<file path="config.mk">
export PLATFORM = sky130hd
export DESIGN_NAME = gate_dispatch
export DESIGN_NICKNAME = d
export VERILOG_FILES = /design/src/rtl/gate_disp_pkg.sv /design/src/rtl/gate_disp_datapath.sv /design/src/rtl/gate_disp_control.sv /design/src/rtl/gate_dispatch.sv
export SDC_FILE = /design/constraint.sdc
export NUM_CORES = 1
export LEC_CHECK = 0
export ABC_AREA = 1
export BUFFER_PORTS_ARGS = -buffer_cell sky130_fd_sc_hd__buf_2
export CAP_MARGIN = 20
export CORE_ASPECT_RATIO = 0.8
export CORE_UTILIZATION = 35
export CTS_BUF_LIST = sky130_fd_sc_hd__clkbuf_2
export DETAILED_ROUTE_END_ITERATION = 6
export GPL_TIMING_DRIVEN = 1
export PLACE_DENSITY = 0.6
export SYNTH_ARGS = -nofsm -noshare
export SYNTH_HDL_FRONTEND = slang
export SYNTH_SLANG_ARGS = --single-unit
</file>
<file path="constraint.sdc">
create_clock -name clk -period 3.5 [get_ports clk]
set_input_delay 0.525 -clock clk [delete_from_list [all_inputs] [get_ports clk]]
set_output_delay 0.525 -clock clk [all_outputs]
set_load 0.005 [all_outputs]
</file>
<file path="src/rtl/gate_disp_pkg.sv">
package gate_disp_pkg;

  localparam int WORD_W = 32;
  localparam int SEL_W  = 16;
  localparam int GATE_W = 64;
  localparam int IF_BIT = 9;
  localparam int ITEM_W = 3;

  typedef enum logic [ITEM_W-1:0] {
    IT_SS    = 3'd0,
    IT_SP    = 3'd1,
    IT_FLAGS = 3'd2,
    IT_CS    = 3'd3,
    IT_IP    = 3'd4
  } pushItem_t;

  typedef enum logic [2:0] {
    ST_IDLE,
    ST_LIMIT,
    ST_FETCH,
    ST_DECODE,
    ST_PUSH,
    ST_DONE
  } seqState_t;

  // strobes from the sequencer to the datapath
  typedef struct packed {
    logic      capture;
    logic      gateLoad;
    logic      push;
    pushItem_t item;
  } dpCtrl_t;

  // 8-byte gate, field positions fixed by the table format
  typedef struct packed {
    logic [15:0] offHi;    // 63..48
    logic        present;  // 47
    logic [1:0]  dpl;      // 46..45
    logic        zeroBit;  // 44
    logic [3:0]  kind;     // 43..40
    logic [7:0]  rsvd;     // 39..32
    logic [15:0] sel;      // 31..16
    logic [15:0] offLo;    // 15..0
  } gate_t;

  function automatic logic kindKnown(input logic [3:0] k);
    return (k == 4'h6) || (k == 4'h7) || (k == 4'hE) || (k == 4'hF);
  endfunction

endpackage

</file>
<file path="src/rtl/gate_disp_datapath.sv">
module gate_disp_datapath
  import gate_disp_pkg::*;
#(
  parameter int VEC_W   = 8,
  parameter int LIMIT_W = 16
) (
  input  logic                       clk,
  input  logic                       rstN,
  input  dpCtrl_t                    ctrl,
  input  logic [VEC_W-1:0]           vector,
  input  logic [LIMIT_W+WORD_W-1:0]  tableReg,
  input  logic [1:0]                 curPl,
  input  logic [SEL_W-1:0]           curCs,
  input  logic [WORD_W-1:0]          curEip,
  input  logic [WORD_W-1:0]          curFlags,
  input  logic [SEL_W-1:0]           curSs,
  input  logic [WORD_W-1:0]          curEsp,
  input  logic [SEL_W-1:0]           kernSs,
  input  logic [WORD_W-1:0]          kernEsp,
  input  logic [GATE_W-1:0]          memRdData,
  output logic [WORD_W-1:0]          memRdAddr,
  output logic [WORD_W-1:0]          memWrAddr,
  output logic [WORD_W-1:0]          memWrData,
  output logic                       memWrWide,
  output logic                       limitBad,
  output logic                       gateBad,
  output logic                       privChg,
  output logic [SEL_W-1:0]           newCs,
  output logic [SEL_W-1:0]           newSs,
  output logic [WORD_W-1:0]          newEip,
  output logic [WORD_W-1:0]          newEsp,
  output logic [WORD_W-1:0]          newFlags
);

  localparam int OFF_W = VEC_W + 3;
  localparam int CMP_W = (OFF_W > LIMIT_W) ? OFF_W : LIMIT_W;
  localparam logic [WORD_W-1:0] IF_MASK = WORD_W'(1) << IF_BIT;
  localparam logic [WORD_W-1:0] LOW_MASK = WORD_W'(16'hFFFF);

  logic [VEC_W-1:0]   vecQ;
  logic [LIMIT_W-1:0] limitQ;
  logic [WORD_W-1:0]  baseQ;
  logic               privChgQ;
  logic [SEL_W-1:0]   callerCsQ;
  logic [WORD_W-1:0]  callerIpQ;
  logic [WORD_W-1:0]  callerFlagsQ;
  logic [SEL_W-1:0]   callerSsQ;
  logic [WORD_W-1:0]  callerSpQ;
  logic [SEL_W-1:0]   stackSsQ;
  logic [WORD_W-1:0]  spQ;
  gate_t              gateQ;

  logic               enteringOuter;
  logic [OFF_W-1:0]   entryEnd;
  logic [CMP_W-1:0]   endExt;
  logic [CMP_W-1:0]   limExt;
  logic               wide;
  logic [WORD_W-1:0]  step;
  logic [WORD_W-1:0]  spNext;
  logic [WORD_W-1:0]  itemVal;
  logic [WORD_W-1:0]  fullOff;
  logic               unusedDpl;

  assign enteringOuter = (curPl != 2'd0);

  // capture, gate load and stack pointer update
  always_ff @(posedge clk or negedge rstN) begin
    if (!rstN) begin
      vecQ         <= '0;
      limitQ       <= '0;
      baseQ        <= '0;
      privChgQ     <= 1'b0;
      callerCsQ    <= '0;
      callerIpQ    <= '0;
      callerFlagsQ <= '0;
      callerSsQ    <= '0;
      callerSpQ    <= '0;
      stackSsQ     <= '0;
      spQ          <= '0;
      gateQ        <= '0;
    end else begin
      if (ctrl.capture) begin
        vecQ         <= vector;
        limitQ       <= tableReg[LIMIT_W-1:0];
        baseQ        <= tableReg[LIMIT_W+WORD_W-1:LIMIT_W];
        privChgQ     <= enteringOuter;
        callerCsQ    <= curCs;
        callerIpQ    <= curEip;
        callerFlagsQ <= curFlags;
        callerSsQ    <= curSs;
        callerSpQ    <= curEsp;
        stackSsQ     <= enteringOuter ? kernSs : curSs;
        spQ          <= enteringOuter ? kernEsp : curEsp;
      end
      if (ctrl.gateLoad) begin
        gateQ <= gate_t'(memRdData);
      end
      if (ctrl.push) begin
        spQ <= spNext;
      end
    end
  end

  // table bounds
  assign entryEnd  = {vecQ, 3'b111};
  assign endExt    = CMP_W'(entryEnd);
  assign limExt    = CMP_W'(limitQ);
  assign limitBad  = (endExt > limExt);
  assign memRdAddr = baseQ + WORD_W'({vecQ, 3'b000});

  // gate validation
  assign gateBad = !gateQ.present || !kindKnown(gateQ.kind) ||
                   gateQ.zeroBit || (gateQ.rsvd != 8'h00);
  assign privChg = privChgQ;
  assign unusedDpl = ^gateQ.dpl;

  // push path
  assign wide   = gateQ.kind[3];
  assign step   = wide ? WORD_W'(4) : WORD_W'(2);
  assign spNext = spQ - step;

  always_comb begin
    unique case (ctrl.item)
      IT_SS:    itemVal = WORD_W'(callerSsQ);
      IT_SP:    itemVal = callerSpQ;
      IT_FLAGS: itemVal = callerFlagsQ;
      IT_CS:    itemVal = WORD_W'(callerCsQ);
      default:  itemVal = callerIpQ;
    endcase
  end

  assign memWrAddr = spNext;
  assign memWrData = wide ? itemVal : (itemVal & LOW_MASK);
  assign memWrWide = wide;

  // handler state
  assign fullOff  = {gateQ.offHi, gateQ.offLo};
  assign newCs    = gateQ.sel;
  assign newEip   = wide ? fullOff : (fullOff & LOW_MASK);
  assign newSs    = stackSsQ;
  assign newEsp   = spQ;
  assign newFlags = gateQ.kind[0] ? callerFlagsQ : (callerFlagsQ & ~IF_MASK);

  AST_PUSH_SPACING: assert property (@(posedge clk) disable iff (!rstN)
    (ctrl.push && $past(ctrl.push)) |->
      (memWrAddr == $past(memWrAddr) - (memWrWide ? WORD_W'(4) : WORD_W'(2))))
    else $error("consecutive pushes not one item apart");

  AST_FLAGS_IF_RULE: assert property (@(posedge clk) disable iff (!rstN)
    (ctrl.push && ctrl.item == IT_FLAGS) |->
      (newFlags[IF_BIT] == (memWrData[IF_BIT] && gateQ.kind[0])))
    else $error("IF in new flags does not follow gate kind");

endmodule

</file>
<file path="src/rtl/gate_disp_control.sv">
module gate_disp_control
  import gate_disp_pkg::*;
(
  input  logic    clk,
  input  logic    rstN,
  input  logic    start,
  input  logic    memRdValid,
  input  logic    limitBad,
  input  logic    gateBad,
  input  logic    privChg,
  output dpCtrl_t ctrl,
  output logic    memRdReq,
  output logic    busy,
  output logic    done,
  output logic    fault
);

  localparam pushItem_t FIRST_OUTER = IT_SS;
  localparam pushItem_t FIRST_SAME  = IT_FLAGS;
  localparam pushItem_t LAST_ITEM   = IT_IP;

  seqState_t state;
  seqState_t stateNext;
  pushItem_t pushIdx;
  logic      faultQ;

  always_comb begin
    stateNext     = state;
    ctrl          = '0;
    ctrl.item     = pushIdx;
    memRdReq      = 1'b0;
    unique case (state)
      ST_IDLE: begin
        if (start) begin
          ctrl.capture = 1'b1;
          stateNext    = ST_LIMIT;
        end
      end
      ST_LIMIT:  stateNext = limitBad ? ST_DONE : ST_FETCH;
      ST_FETCH: begin
        memRdReq = 1'b1;
        if (memRdValid) begin
          ctrl.gateLoad = 1'b1;
          stateNext     = ST_DECODE;
        end
      end
      ST_DECODE: stateNext = gateBad ? ST_DONE : ST_PUSH;
      ST_PUSH: begin
        ctrl.push = 1'b1;
        if (pushIdx == LAST_ITEM) stateNext = ST_DONE;
      end
      ST_DONE:   stateNext = ST_IDLE;
      default:   stateNext = ST_IDLE;
    endcase
  end

  always_ff @(posedge clk or negedge rstN) begin
    if (!rstN) begin
      state   <= ST_IDLE;
      pushIdx <= IT_SS;
      faultQ  <= 1'b0;
    end else begin
      state <= stateNext;
      if (ctrl.capture) faultQ <= 1'b0;
      if (state == ST_LIMIT && limitBad) faultQ <= 1'b1;
      if (state == ST_DECODE) begin
        if (gateBad) faultQ <= 1'b1;
        pushIdx <= privChg ? FIRST_OUTER : FIRST_SAME;
      end
      if (ctrl.push) pushIdx <= pushItem_t'(pushIdx + 3'd1);
    end
  end

  assign busy  = (state != ST_IDLE);
  assign done  = (state == ST_DONE);
  assign fault = faultQ;

  AST_ENTRY_FROM_IDLE: assert property (@(posedge clk) disable iff (!rstN)
    (state == ST_LIMIT) |-> ($past(state) == ST_IDLE))
    else $error("sequence entered while busy");

  AST_NO_FETCH_OUT_OF_RANGE: assert property (@(posedge clk) disable iff (!rstN)
    memRdReq |-> !limitBad)
    else $error("gate read beyond table limit");

  AST_NO_PUSH_ON_FAULT: assert property (@(posedge clk) disable iff (!rstN)
    ctrl.push |-> !faultQ)
    else $error("frame write after a fault");

  AST_SS_ONLY_ON_CHANGE: assert property (@(posedge clk) disable iff (!rstN)
    (ctrl.push && ctrl.item == IT_SS) |-> privChg)
    else $error("outer stack pushed without ring change");

  AST_DONE_PULSE: assert property (@(posedge clk) disable iff (!rstN)
    done |=> !done)
    else $error("done held longer than a cycle");

endmodule

</file>
<file path="src/rtl/gate_dispatch.sv">
module gate_dispatch
  import gate_disp_pkg::*;
#(
  parameter int VEC_W   = 8,
  parameter int LIMIT_W = 16
) (
  input  logic                      clk,
  input  logic                      rstN,
  input  logic                      start,
  input  logic [VEC_W-1:0]          vector,
  input  logic [LIMIT_W+WORD_W-1:0] tableReg,
  input  logic [1:0]                curPl,
  input  logic [SEL_W-1:0]          curCs,
  input  logic [WORD_W-1:0]         curEip,
  input  logic [WORD_W-1:0]         curFlags,
  input  logic [SEL_W-1:0]          curSs,
  input  logic [WORD_W-1:0]         curEsp,
  input  logic [SEL_W-1:0]          kernSs,
  input  logic [WORD_W-1:0]         kernEsp,
  output logic                      memRdReq,
  output logic [WORD_W-1:0]         memRdAddr,
  input  logic [GATE_W-1:0]         memRdData,
  input  logic                      memRdValid,
  output logic                      memWrEn,
  output logic [WORD_W-1:0]         memWrAddr,
  output logic [WORD_W-1:0]         memWrData,
  output logic                      memWrWide,
  output logic                      busy,
  output logic                      done,
  output logic                      fault,
  output logic [SEL_W-1:0]          newCs,
  output logic [WORD_W-1:0]         newEip,
  output logic [SEL_W-1:0]          newSs,
  output logic [WORD_W-1:0]         newEsp,
  output logic [WORD_W-1:0]         newFlags
);

  dpCtrl_t ctrl;
  logic    limitBad;
  logic    gateBad;
  logic    privChg;

  gate_disp_control i_control (
    .clk        (clk),
    .rstN       (rstN),
    .start      (start),
    .memRdValid (memRdValid),
    .limitBad   (limitBad),
    .gateBad    (gateBad),
    .privChg    (privChg),
    .ctrl       (ctrl),
    .memRdReq   (memRdReq),
    .busy       (busy),
    .done       (done),
    .fault      (fault)
  );

  gate_disp_datapath #(
    .VEC_W   (VEC_W),
    .LIMIT_W (LIMIT_W)
  ) i_datapath (
    .clk       (clk),
    .rstN      (rstN),
    .ctrl      (ctrl),
    .vector    (vector),
    .tableReg  (tableReg),
    .curPl     (curPl),
    .curCs     (curCs),
    .curEip    (curEip),
    .curFlags  (curFlags),
    .curSs     (curSs),
    .curEsp    (curEsp),
    .kernSs    (kernSs),
    .kernEsp   (kernEsp),
    .memRdData (memRdData),
    .memRdAddr (memRdAddr),
    .memWrAddr (memWrAddr),
    .memWrData (memWrData),
    .memWrWide (memWrWide),
    .limitBad  (limitBad),
    .gateBad   (gateBad),
    .privChg   (privChg),
    .newCs     (newCs),
    .newSs     (newSs),
    .newEip    (newEip),
    .newEsp    (newEsp),
    .newFlags  (newFlags)
  );

  assign memWrEn = ctrl.push;

endmodule

</file>
==> results of run 1 <==
-- tightest hold or removal path, delay by kind of cell --
kind / cells / cell delay, ns
AND/OR/NAND/NOR: 2 / 0.08
buffers and inverters: 2 / 0.60
-- metrics by stage --
| stage | instance area, um^2 | setup slack [ns] | TNS (ns) | hold slack (ns) | power (mW) |
|---|---|---|---|---|---|
| after global placement | 18330 | 0.6856 | 0 | 0.4583 | 14.86 |
| after floorplan | 15590 | 0.4973 | 0 | 0.2294 | 11.72 |
| final | 23190 | 0.02138 | 0 | 0.1733 | 19.26 |
| after detailed placement | 18330 | 0.6434 | 0 | 0.4603 | 15.03 |
| after global routing | 23190 | -0.2128 | -3.025 | 0.06024 | 20.69 |
| after CTS | 22850 | -0.09020 | -0.5139 | 0.04863 | 18.78 |
-- worst max path at each step --
| stage | depth (start not counted) | to | from |
|---|---|---|---|
| after global placement | 11 | memWrAddr[21] | i_datapath.memWrWide$_DFFE_PN0P_ |
| after detailed placement | 11 | memWrAddr[21] | i_datapath.memWrWide$_DFFE_PN0P_ |
| after floorplan | 12 | memWrAddr[21] | i_datapath.memWrWide$_DFFE_PN0P_ |
| after global routing | 10 | memRdAddr[23] | i_datapath.vecQ[0]$_DFFE_PN0P_ |
| after CTS | 10 | memRdAddr[23] | i_datapath.vecQ[0]$_DFFE_PN0P_ |
| final | 10 | memRdAddr[23] | i_datapath.baseQ[3]$_DFFE_PN0P_ |
-- kinds of logic (layout without fill, tap and decap cells) --
kind of cell | count (synthesis) | count (layout) | share of synthesized area (%)
flops | 302 | 302 | 48.47
xor+xnor | 41 | 41 | 2.303
mux | 61 | 61 | 5.610
other cells | 0 | 9 | 0
compound gates | 166 | 166 | 6.348
simple gates | 1052 | 1052 | 26.52
fa+ha+maj | 25 | 25 | 2.103
buf+inv | 263 | 1179 | 8.643
-- state kept, by name (all words and copies together) (netlist names) --
signal / cells
i_control.fault: 1
i_control.pushIdx: 3
i_control.state: 3
i_datapath.baseQ: 32
i_datapath.callerCsQ: 16
i_datapath.callerFlagsQ: 32
i_datapath.callerIpQ: 32
i_datapath.callerSpQ: 32
i_datapath.callerSsQ: 16
i_datapath.fullOff: 32
i_datapath.gateQ: 13
i_datapath.limExt: 16
i_datapath.memWrWide: 1
i_datapath.newCs: 16
i_datapath.newEsp: 32
i_datapath.newSs: 16
i_datapath.privChg: 1
i_datapath.vecQ: 8
-- cells in the final DEF, fill, tap and decap left out, drive strengths merged, types with 3 or more instances in the layout --
cell type / n
buf: 594
ha: 23
nand2: 864
dlygate4sd3: 325
nor3: 13
nor2: 103
o221ai: 5
o21ai: 88
xor2: 35
nand3: 51
diode: 9
a221oi: 16
clkinv: 23
nor4: 4
clkbuf: 121
o211ai: 5
a31oi: 32
nand3b: 3
clkinvlp: 4
dfrtp: 302
inv: 110
or2: 3
nand4: 9
mux2: 61
a21oi: 14
xnor2: 6
-- cell usage after synthesis (all sizes together), types with 3 or more instances --
| cell | n | share of area [%] |
|---|---|---|
| or2 | 3 | 0.12 |
| nand4 | 9 | 0.36 |
| xnor2 | 6 | 0.34 |
| xor2 | 35 | 2.0 |
| nand2 | 864 | 21 |
| mux2 | 61 | 5.6 |
| a31oi | 32 | 1.3 |
| ha | 23 | 1.8 |
| dfrtp | 302 | 48 |
| a21oi | 14 | 0.45 |
| nor4 | 4 | 0.16 |
| nand3b | 3 | 0.14 |
| a221oi | 16 | 0.90 |
| nor3 | 13 | 0.45 |
| o211ai | 5 | 0.27 |
| clkbuf | 40 | 0.96 |
| o21ai | 88 | 2.9 |
| buf | 110 | 5.0 |
| inv | 112 | 2.7 |
| nand3 | 51 | 1.7 |
| nor2 | 103 | 2.6 |
| o221ai | 5 | 0.28 |
-- report_power, final --
group	switching, mW	internal (mW)
Clock	1.61	1.07
Combinational	5.49	4.46
Sequential	1.43	5.20
Total	8.54	10.7
-- timing repair --
item | CTS | global route
pin swaps | 18 | 34
endpoints found under the setup margin | 81 | 57
gates resized for setup | 70 | 46
cloned | 0 | 1
setup buffers | 24 | 15
endpoints found under the hold margin | 426 | 0
hold buffers | 325 | 0
-- per-layer routing --
layer | GRT usage, % | wire length [um]
met4 | 10.70 | 2084
met1 | 32.83 | 25430
met2 | 43.85 | 29610
met3 | 6.572 | 4288
met5 | 0 | 0
-- layout make-up --
type	instances	share of cell area (%)
Inverter	113	1.915
Antenna cell	9	0.09711
Sequential cell	302	32.60
Tap cell	595	3.210
Timing Repair Buffer	919	28.02
Timing Repair inverter	1	0.02158
Multi-Input combinational cell	1345	30.86
Clock buffer	121	2.611
Clock inverter	25	0.6636
==> insert_results.sql, run 1 <==
INSERT INTO impl_metrics (metric_group, metric, value, unit) VALUES
('critical_path', 'max_stage_delay', '0.36', 'ns'),
('critical_path', 'critPathRequiredTime', '2.97', 'ns'),
('logic_synthesis', 'synth_flop_cell', 'sky130_fd_sc_hd__dfrtp_1', ''),
('sta', 'achievable-frequency', '0.2875', 'GHz'),
('route', 'finalWirelength', '61400', 'um'),
('global_route', 'grt_first_pass_wirelength', '92440', 'um'),
('placed_design', 'placed_cells', '2910', ''),
('logic_synthesis', 'post_synthesis_instance_total', '1910', ''),
('critical_path', 'worst_ep_arrival_time', '2.95', 'ns'),
('floorplanning', 'start_util', '35.79', '%'),
('placed_design', 'port_buffers', '529', ''),
('clock_tree', 'clk_transition_reported_paths', '0.10', 'ns'),
('min_path', 'worstHoldStart', 'curFlags[23]', ''),
('min_path', 'hold_path.class', 'primary input to flop', ''),
('final_layout', 'areaGrowthSynthToFinish', '48.75', '%'),
('clock_tree', 'clock_tree.buffer_depth', '3', ''),
('critical_path', 'crit-reg2reg-capture', 'i_datapath.newSs[2]$_DFFE_PN0P_', ''),
('sta', 'max_slew.worst_pin.slew', '1.107', 'ns'),
('clock_tree', 'tritoncts.num_buffers', '84', ''),
('pwr', 'power_leakage', '12.48', 'nW'),
('floorplanning', 'floorplan.io_pins', '532', ''),
('sta', 'rsz0062_at_grt', 'yes', ''),
('logic_synthesis', 'ys_async_sr_fraction', '100.0', '%'),
('sta', 'final_min_period_over_clock_period', '99.39', '%'),
('sta', 'timing.final.max_slew_violations', '0', ''),
('route', 'vias_per_cell', '4.793', ''),
('critical_path', 'cpMaxStageDelayCell', 'sky130_fd_sc_hd__dfrtp_1', ''),
('logic_synthesis', 'unique_masters_post_synth', '46', ''),
('min_path', 'hold-path-cell-count', '4', ''),
('final_layout', 'area.sequential', '0.007561', 'mm^2'),
('critical_path', 'worst-path-buf-inv', '2', ''),
('global_route', 'globalRouteTotalUtil', '26.39', '%'),
('logic_synthesis', 'syn_area', '0.01559', 'mm^2'),
('critical_path', 'reg2reg_from', 'i_control.state[1]$_DFFE_PN0P_', ''),
('sta', 'finalSetupViolCount', '0', ''),
('global_route', 'grt_start_max_net_pins', '184', ''),
('logic_synthesis', 'synth_edf_count', '0', ''),
('route', 'drc_errors', '0', ''),
('floorplanning', 'fp-row-count', '68', ''),
('clock_tree', 'cts_tree', 'done', ''),
('final_layout', 'final.fill_count', '3974', ''),
('status', 'outcome', 'finished, final reports clean', ''),
('logic_synthesis', 'part_of_the_yosys_area_used_for_sequential_elements', '48.47', '%'),
('logic_synthesis', 'synthesis.yosys.warnings', '0', ''),
('logic_synthesis', 'postSynthNetCount', '2237', ''),
('final_layout', 'layout.core_utilization', '53.24', '%'),
('route', 'vias', '16440', ''),
('critical_path', 'critPathCaptureType', 'output pin', ''),
('floorplanning', 'chipWidth', '238.0', 'um'),
('run', 'max_cap_violations', '0', ''),
('floorplanning', 'core', '0.04356', 'mm^2'),
('pwr', 'p_per_area', '830.5', 'mW/mm^2'),
('floorplanning', 'fp.dieArea', '0.04540', 'mm^2'),
('critical_path', 'crit_path_frequent_cell', 'sky130_fd_sc_hd__nand2_4', ''),
('final_layout', 'non_filler_instances', '3430', ''),
('clock_tree', 'cts.htree.levels', '3', ''),
('critical_path', 'setup.reg_to_reg.worst_slack', '0.36', 'ns'),
('min_path', 'hold_end', 'i_datapath.callerFlagsQ[23]$_DFFE_PN0P_', ''),
('final_layout', 'multi_input_area', '0.007157', 'mm^2'),
('critical_path', 'critical_path.cell_chain', 'ha_2, inv_2, fa_2, o21ai_4, nand2_2, nand2_4, nand2_4, nor2_4, xor2_1, buf_2', ''),
('critical_path', 'critical_path_class', 'flop to output pin', ''),
('global_route', 'number_of_antenna_violations_at_the_first_check_in_global_routing', '4', ''),
('placed_design', 'gpl.final_weighted_congestion', '0.9535', ''),
('sta', 'max_slew_margin', '26.20', '%'),
('route', 'drt-wirelength-per-cell', '17.90', 'um'),
('clock_tree', 'clockRootBuffer', 'sky130_fd_sc_hd__clkbuf_2', ''),
('global_route', 'grt_remaining_overflow', '0', ''),
('final_layout', 'fraction_of_layout_cells_with_a_size_suffix_above_1', '31.10', '%'),
('sta', 'clock-skew-final', '0.07034', 'ns'),
('placed_design', 'place_hpwl', '40790', 'um'),
('critical_path', 'startpoint_type', 'flop', '');
(Power assumes the default switching activity.)
==> inputs of run 2 (changes only) <==
--- a/config.mk
+++ b/config.mk
@@ -13,7 +13,7 @@
 export CTS_BUF_LIST = sky130_fd_sc_hd__clkbuf_2
 export DETAILED_ROUTE_END_ITERATION = 6
 export GPL_TIMING_DRIVEN = 1
-export PLACE_DENSITY = 0.6
+export PLACE_DENSITY = 0.62
 export SYNTH_ARGS = -nofsm -noshare
 export SYNTH_HDL_FRONTEND = slang
 export SYNTH_SLANG_ARGS = --single-unit
==> constraint.sdc (replaced) <==
create_clock -name clk -period 3 [get_ports clk]
set_input_delay 0.45 -clock clk [delete_from_list [all_inputs] [get_ports clk]]
set_output_delay 0.45 -clock clk [all_outputs]
set_load 0.005 [all_outputs]
==> run 2 against run 1 <==
Effect of this change: critical path type unchanged; die area is the same; the flow now finishes with violations (setup timing); largest power group unchanged; global-route usage grew 2.6 points; final area grew 10%; register-to-register slack lost 0.20 ns; clock skew grew 0.068 ns; cell count grew 2.7%; setup slack lost 0.47 ns.
==> insert_results.sql, run 2 (same netlist as run 1, synthesis figures left out) <==
INSERT INTO impl_metrics (metric_group, metric, value, unit) VALUES
('sta', 'finalSetupViolCount', '82', ''),
('min_path', 'worstHoldStart', 'curPl[0]', ''),
('final_layout', 'layout_common_cells', '794 x sky130_fd_sc_hd__nand2_1, 519 x sky130_fd_sc_hd__buf_2, 359 x sky130_fd_sc_hd__dlygate4sd3_1', ''),
('sta', 'fin_ws', '-0.4444', 'ns'),
('pwr', 'combinationalPowerShare', '56.5', '%'),
('pwr', 'design_power_total', '25.98', 'mW'),
('status', 'failing_checks', 'setup timing', ''),
('clock_tree', 'tritoncts.num_buffers', '82', ''),
('final_layout', 'areaGrowthSynthToFinish', '63.60', '%'),
('pwr', 'power_leakage', '13.43', 'nW'),
('clock_tree', 'clock_tree.buffer_depth', '3', ''),
('final_layout', 'final.fill_count', '3665', ''),
('global_route', 'grt_remaining_overflow', '0', ''),
('clock_tree', 'cts.htree.levels', '3', ''),
('global_route', 'number_of_antenna_violations_at_the_first_check_in_global_routing', '7', ''),
('status', 'outcome', 'finished, violations left', ''),
('sta', 'hold-worst-slack', '0.08118', 'ns'),
('pwr', 'pwr-share-seq', '30.6', '%'),
('floorplanning', 'fp-row-count', '68', ''),
('sta', 'achievable-frequency', '0.2903', 'GHz'),
('global_route', 'grt_start_max_net_pins', '179', ''),
('floorplanning', 'start_util', '35.79', '%'),
('final_layout', 'final_common_cell', 'sky130_fd_sc_hd__nand2_1', ''),
('route', 'drc_errors', '0', ''),
('clock_tree', 'cts_num_sinks', '302', ''),
('placed_design', 'gpl.final_weighted_congestion', '0.8930', ''),
('floorplanning', 'core', '0.04356', 'mm^2'),
('pwr', 'p_int', '14.33', 'mW'),
('route', 'finalWirelength', '68510', 'um'),
('critical_path', 'startpoint_type', 'flop', ''),
('floorplanning', 'floorplan.io_pins', '532', ''),
('critical_path', 'worst_ep_arrival_time', '2.99', 'ns'),
('sta', 'max_slew.worst_pin.slew', '0.9754', 'ns'),
('floorplanning', 'chipWidth', '238.0', 'um'),
('critical_path', 'timing.reg2reg.worst_path_depth', '9', ''),
('sta', 'final_hold_viol_count', '0', ''),
('sta', 'rsz0062_at_grt', 'yes', ''),
('pwr', 'share_of_total_power_consumed_by_net_switching', '44.85', '%'),
('route', 'detailed_route_iter0_violations', '1111', ''),
('route', 'detailedRoute.firstPassIterationCount', '5', ''),
('critical_path', 'worst-path-max-fanout', '4', ''),
('placed_design', 'place_hpwl', '42250', 'um'),
('clock_tree', 'cts_tree', 'done', ''),
('clock_tree', 'clockRootBuffer', 'sky130_fd_sc_hd__clkbuf_2', ''),
('final_layout', 'fin_nets', '3182', ''),
('sta', 'period_needed', '3.444', 'ns'),
('placed_design', 'port_buffers', '529', ''),
('min_path', 'hold-path-cell-count', '5', ''),
('pwr', 'p_per_area', '1019', 'mW/mm^2'),
('route', 'vias_per_cell', '4.920', ''),
('route', 'vias', '17330', ''),
('pwr', 'irDropWorstVdd', '0.6086', 'mV'),
('global_route', 'grt_first_pass_wirelength', '100700', 'um'),
('placed_design', 'placed_cells', '2917', ''),
('critical_path', 'critical_path.startpoint', 'i_datapath.baseQ[3]$_DFFE_PN0P_', ''),
('clock_tree', 'worstSkewPairLatency', '1.14', 'ns'),
('global_route', 'globalRouteTotalUtil', '29.01', '%'),
('floorplanning', 'fp.dieArea', '0.04540', 'mm^2'),
('pwr', 'power.clock.fraction', '13.0', '%'),
('critical_path', 'reg2reg_from', 'i_control.state[1]$_DFFE_PN0P_', ''),
('run', 'max_cap_violations', '0', ''),
('sta', 'max_slew_margin', '34.97', '%'),
('final_layout', 'fraction_of_layout_cells_with_a_size_suffix_above_1', '36.67', '%'),
('pwr', 'switchingPower', '11.65', 'mW'),
('critical_path', 'critical_path_class', 'flop to output pin', ''),
('critical_path', 'critPathRequiredTime', '2.55', 'ns'),
('placed_design', 'placement.setup.worst_slack', '0.4123', 'ns'),
('critical_path', 'critPathCaptureType', 'output pin', ''),
('sta', 'clock-skew-final', '0.1380', 'ns'),
('clock_tree', 'clk_transition_reported_paths', '0.11', 'ns'),
('floorplanning', 'die_h', '190.8', 'um'),
('route', 'detail-route-antenna-nets', '0', ''),
('route', 'drt-wirelength-per-cell', '19.46', 'um'),
('sta', 'timing.final.max_slew_violations', '0', ''),
('final_layout', 'non_filler_instances', '3521', ''),
('global_route', 'first_global_vias', '17690', ''),
('min_path', 'hold_path.class', 'primary input to flop', ''),
('sta', 'final_min_period_over_clock_period', '114.8', '%');
-- run 2: cell count changes in the layout (fill, tap and decap cells not counted), sizes merged --
cell / previous run / this run
buf: 594 / 650
bufinv: 2 / 4
clkbuf: 121 / 123
clkinv: 23 / 16
clkinvlp: 4 / 2
diode: 9 / 11
dlygate4sd3: 325 / 359
inv: 110 / 114
-- run 2: path summary, 6_finish.rpt --
check	end	slack [ns]
setup / recovery	memRdAddr[21]	-0.44
hold / removal	i_datapath.privChg$_DFFE_PN0P_	0.08
setup reg to reg	i_datapath.newSs[0]$_DFFE_PN0P_	0.16
hold reg to reg	i_datapath.limExt[0]$_DFFE_PN0P_	0.49
max in group asynchronous	i_datapath.callerIpQ[1]$_DFFE_PN0P_	1.90
min in group asynchronous	i_datapath.callerFlagsQ[25]$_DFFE_PN0P_	0.51
-- run 2: through the flow --
step / TNS [ns] / util [%] / area [um^2]
CTS: -21.10 / 56.37 / 24560
global placement: 0 / 42.34 / 18440
global route: -33.66 / 58.54 / 25500
finish: -14.85 / 58.55 / 25510
detailed placement: 0 / 42.34 / 18440
floorplan: 0 / - / 15590
-- run 2: critical path, stage by stage, from the launching register on --
cell and delay (ns):
sky130_fd_sc_hd__dfrtp_1 0.37, sky130_fd_sc_hd__ha_2 0.19, sky130_fd_sc_hd__inv_2 0.04, sky130_fd_sc_hd__fa_2 0.35
sky130_fd_sc_hd__o21ai_2 0.16, sky130_fd_sc_hd__nand2_1 0.09, sky130_fd_sc_hd__nand2_2 0.14, sky130_fd_sc_hd__buf_6 0.16
sky130_fd_sc_hd__nand2_4 0.07, sky130_fd_sc_hd__nor2_4 0.09, sky130_fd_sc_hd__xor2_1 0.15, sky130_fd_sc_hd__buf_2 0.13
-- run 2: power by group through the flow --
stage,Sequential [mW],Combinational (mW),Clock [mW]
4_1_cts,7.76,13.1,3.45
3_3_place_gp,7.58,10.2,0
5_1_grt,8.17,15.8,3.69
6_report,7.94,14.7,3.37
3_5_place_dp,7.61,10.3,0
2_1_floorplan,7.18,6.49,0
-- run 2: layout make-up --
class,instances,area (um^2),area share (%)
Sequential cell,302,7560,29.64
Clock inverter,22,202.7,0.7947
Clock buffer,122,610.6,2.394
Timing Repair Buffer,1010,7624,29.89
Multi-Input combinational cell,1345,8275,32.44
Inverter,113,455.4,1.786
Antenna cell,11,27.53,0.1079
Timing Repair inverter,1,7.507,0.02943
Tap cell,595,744.5,2.919
-- run 2: metal layers --
metal | track usage, % | vias up | wire [um]
met4 | 12.30 | 2 | 2810
met1 | 35.28 | 8353 | 27080
met2 | 48.81 | 866 | 33320
met3 | 7.426 | 191 | 5295
met5 | 0 | - | 12
li1 | - | 7913 | -
-- run 2: timing repair --
action                                 in CTS  in global routing
endpoints found under the hold margin     597                  0
pin swaps                                  76                 77
gates cloned                                4                  2
setup buffers                              58                 33
gates resized for setup                   249                148
hold buffers                              360                  0
setup endpoints to repair                  87                 89
==> inputs of run 3 (changes only) <==
--- a/config.mk
+++ b/config.mk
@@ -13,7 +13,7 @@
 export CTS_BUF_LIST = sky130_fd_sc_hd__clkbuf_2
 export DETAILED_ROUTE_END_ITERATION = 6
 export GPL_TIMING_DRIVEN = 1
-export PLACE_DENSITY = 0.62
+export PLACE_DENSITY = 0.68
 export SYNTH_ARGS = -nofsm -noshare
 export SYNTH_HDL_FRONTEND = slang
 export SYNTH_SLANG_ARGS = --single-unit
==> run 3 against run 2 <==
Effect of this change: the flow still finishes with violations (setup timing); clock-buffer cell count shrank 2; clock skew decreased by 0.039 ns; via count is 3.7% higher; cell count grew 1.6%; total power up 0.32%; sequential cell count stayed put; largest cell class is now buffers.
==> insert_results.sql, run 3 (same netlist as run 1, synthesis figures left out) <==
INSERT INTO impl_metrics (metric_group, metric, value, unit) VALUES
('placed_design', 'placed_cells', '2919', ''),
('critical_path', 'setup.reg_to_reg.worst_slack', '0.26', 'ns'),
('final_layout', 'fraction_of_layout_cells_with_a_size_suffix_above_1', '36.12', '%'),
('route', 'detailed_route_iter0_violations', '1174', ''),
('placed_design', 'port_buffers', '529', ''),
('floorplanning', 'die_h', '190.8', 'um'),
('final_layout', 'final_common_cell', 'sky130_fd_sc_hd__nand2_1', ''),
('floorplanning', 'chipWidth', '238.0', 'um'),
('clock_tree', 'clock_tree.buffer_depth', '3', ''),
('floorplanning', 'start_util', '35.79', '%'),
('floorplanning', 'core', '0.04356', 'mm^2'),
('sta', 'final_min_period_over_clock_period', '114.2', '%'),
('final_layout', 'layout.core_utilization', '59.68', '%'),
('final_layout', 'non_filler_instances', '3578', ''),
('sta', 'timing.final.max_slew_violations', '0', ''),
('clock_tree', 'cts_num_sinks', '302', ''),
('sta', 'final_hold_viol_count', '0', ''),
('final_layout', 'fin_nets', '3242', ''),
('critical_path', 'worst_ep_arrival_time', '2.98', 'ns'),
('clock_tree', 'cts.htree.levels', '3', ''),
('route', 'drt-wirelength-per-cell', '20.31', 'um'),
('route', 'finalWirelength', '72680', 'um'),
('sta', 'fin_ws', '-0.4260', 'ns'),
('route', 'vias', '17960', ''),
('critical_path', 'worst-path-buf-inv', '3', ''),
('global_route', 'globalRouteTotalUtil', '30.99', '%'),
('pwr', 'power_leakage', '13.59', 'nW'),
('sta', 'clock-skew-final', '0.09924', 'ns'),
('pwr', 'irDropWorstVdd', '0.5297', 'mV'),
('sta', 'finalSetupViolCount', '85', ''),
('sta', 'period_needed', '3.426', 'ns'),
('run', 'max_cap_violations', '0', ''),
('pwr', 'pwr-share-seq', '30.7', '%'),
('status', 'outcome', 'finished, violations left', ''),
('clock_tree', 'tritoncts.num_buffers', '84', ''),
('sta', 'achievable-frequency', '0.2919', 'GHz'),
('critical_path', 'max_stage_delay', '0.37', 'ns'),
('clock_tree', 'cts_tree', 'done', ''),
('placed_design', 'gpl.final_weighted_congestion', '0.9152', ''),
('clock_tree', 'clk_transition_reported_paths', '0.13', 'ns'),
('global_route', 'number_of_antenna_violations_at_the_first_check_in_global_routing', '8', ''),
('global_route', 'first_global_vias', '19020', ''),
('pwr', 'power.clock.fraction', '12.1', '%'),
('global_route', 'grt_first_pass_wirelength', '107000', 'um'),
('critical_path', 'startpoint_type', 'flop', ''),
('pwr', 'switchingPower', '11.83', 'mW'),
('final_layout', 'stdcell_area', '0.02600', 'mm^2'),
('pwr', 'p_per_area', '1003', 'mW/mm^2'),
('route', 'detailedRoute.firstPassIterationCount', '5', ''),
('final_layout', 'layout_common_cells', '784 x sky130_fd_sc_hd__nand2_1, 520 x sky130_fd_sc_hd__buf_2, 414 x sky130_fd_sc_hd__dlygate4sd3_1', ''),
('critical_path', 'critical_path.cell_chain', 'ha_2, inv_2, fa_2, o21ai_2, nand2_1, nand2_2, buf_6, nand3_2, xor2_2, buf_2', ''),
('pwr', 'combinationalPowerShare', '57.2', '%'),
('floorplanning', 'fp-row-count', '68', ''),
('status', 'failing_checks', 'setup timing', ''),
('route', 'vias_per_cell', '5.020', ''),
('critical_path', 'worst-path-max-fanout', '4', ''),
('sta', 'max_slew_margin', '35.37', '%'),
('critical_path', 'critPathCaptureType', 'output pin', ''),
('floorplanning', 'fp.dieArea', '0.04540', 'mm^2'),
('final_layout', 'areaGrowthSynthToFinish', '66.74', '%'),
('global_route', 'grt_remaining_overflow', '0', ''),
('min_path', 'hold_path.class', 'primary input to flop', ''),
('sta', 'max_slew.worst_pin.slew', '0.9695', 'ns'),
('sta', 'rsz0062_at_grt', 'yes', ''),
('global_route', 'grt_start_max_net_pins', '107', ''),
('floorplanning', 'floorplan.io_pins', '532', ''),
('pwr', 'share_of_total_power_consumed_by_net_switching', '45.39', '%'),
('clock_tree', 'clockRootBuffer', 'sky130_fd_sc_hd__clkbuf_2', ''),
('critical_path', 'worst_path_dominant_cell_family', 'adder cells', ''),
('placed_design', 'place_hpwl', '42040', 'um'),
('sta', 'hold-worst-slack', '0.09105', 'ns'),
('critical_path', 'critical_path_class', 'flop to output pin', ''),
('critical_path', 'cpMaxStageDelayCell', 'sky130_fd_sc_hd__dfrtp_1', ''),
('route', 'detail-route-antenna-nets', '0', ''),
('placed_design', 'dpl_cell_area', '0.01845', 'mm^2'),
('pwr', 'design_power_total', '26.06', 'mW'),
('route', 'drc_errors', '0', ''),
('clock_tree', 'worstSkewPairLatency', '1.14', 'ns'),
('pwr', 'p_int', '14.23', 'mW'),
('critical_path', 'critPathRequiredTime', '2.55', 'ns'),
('final_layout', 'final.fill_count', '3523', '');
## run 3: area by class of cell
class,count,area [um^2],area share (%)
clock inverters,22,132.6,0.5102
multi-input cells,1345,8212,31.59
diodes,12,30.03,0.1155
clock buffers,120,600.6,2.310
inverters,113,460.4,1.771
well taps,595,744.5,2.864
flip-flops and latches,302,7562,29.09
repair buffers,1069,8255,31.75
## run 3: path summary, 6_finish.rpt
check / depth (start not counted) / endpoint / startpoint
worst max-delay path: 10 / memRdAddr[31] / i_datapath.baseQ[3]$_DFFE_PN0P_
worst min-delay path: 3 / i_datapath.fullOff[8]$_DFFE_PN0P_ / memRdData[8]
worst max register to register: 9 / i_datapath.newSs[8]$_DFFE_PN0P_ / i_control.state[1]$_DFFE_PN0P_
worst min register to register: 2 / i_datapath.baseQ[1]$_DFFE_PN0P_ / i_datapath.baseQ[1]$_DFFE_PN0P_
max in group asynchronous: 4 / i_datapath.callerSsQ[8]$_DFFE_PN0P_ / rstN
min in group asynchronous: 3 / i_datapath.vecQ[0]$_DFFE_PN0P_ / rstN
## run 3: worst reg2reg max path, stage by stage (launching register included)
cell	delay, ns
sky130_fd_sc_hd__dfrtp_1	0.47
sky130_fd_sc_hd__nor2_1	0.25
sky130_fd_sc_hd__nand3_4	0.17
sky130_fd_sc_hd__inv_8	0.34
sky130_fd_sc_hd__buf_12	0.32
sky130_fd_sc_hd__nand2_1	0.21
sky130_fd_sc_hd__nand2_1	0.10
sky130_fd_sc_hd__o21ai_0	0.08
sky130_fd_sc_hd__dlygate4sd3_1	0.63
sky130_fd_sc_hd__nand2_1	0.08
## run 3: metal layers
metal | GRT usage (%) | wire, um
met1 | 35.73 | 27700
met2 | 52.52 | 35270
met3 | 7.947 | 5525
met4 | 17.50 | 4146
met5 | 0 | 27
## run 3: power by group through the flow
stage / Combinational [mW] / Clock, mW / Sequential [mW]
floorplan: 6.49 / 0 / 7.18
global placement: 10.0 / 0 / 7.54
detailed placement: 10.2 / 0 / 7.59
CTS: 13.4 / 3.22 / 7.74
global route: 16.0 / 3.44 / 8.18
finish: 14.9 / 3.16 / 7.99
## run 3: through the flow
stage | TNS [ns] | setup slack [ns]
CTS | -21.99 | -0.4753
floorplan | 0 | 0.07234
detailed placement | 0 | 0.4724
global placement | 0 | 0.4844
global route | -34.84 | -0.6214
finish | -18.73 | -0.4260
## run 3: timing repair
action / in CTS / in global routing
endpoints found under the hold margin: 597 / 8
gates resized for setup: 271 / 115
gates cloned: 4 / 0
setup endpoints to repair: 87 / 90
buffers inserted: 58 / 32
pin swaps: 72 / 79
hold buffers: 414 / 1
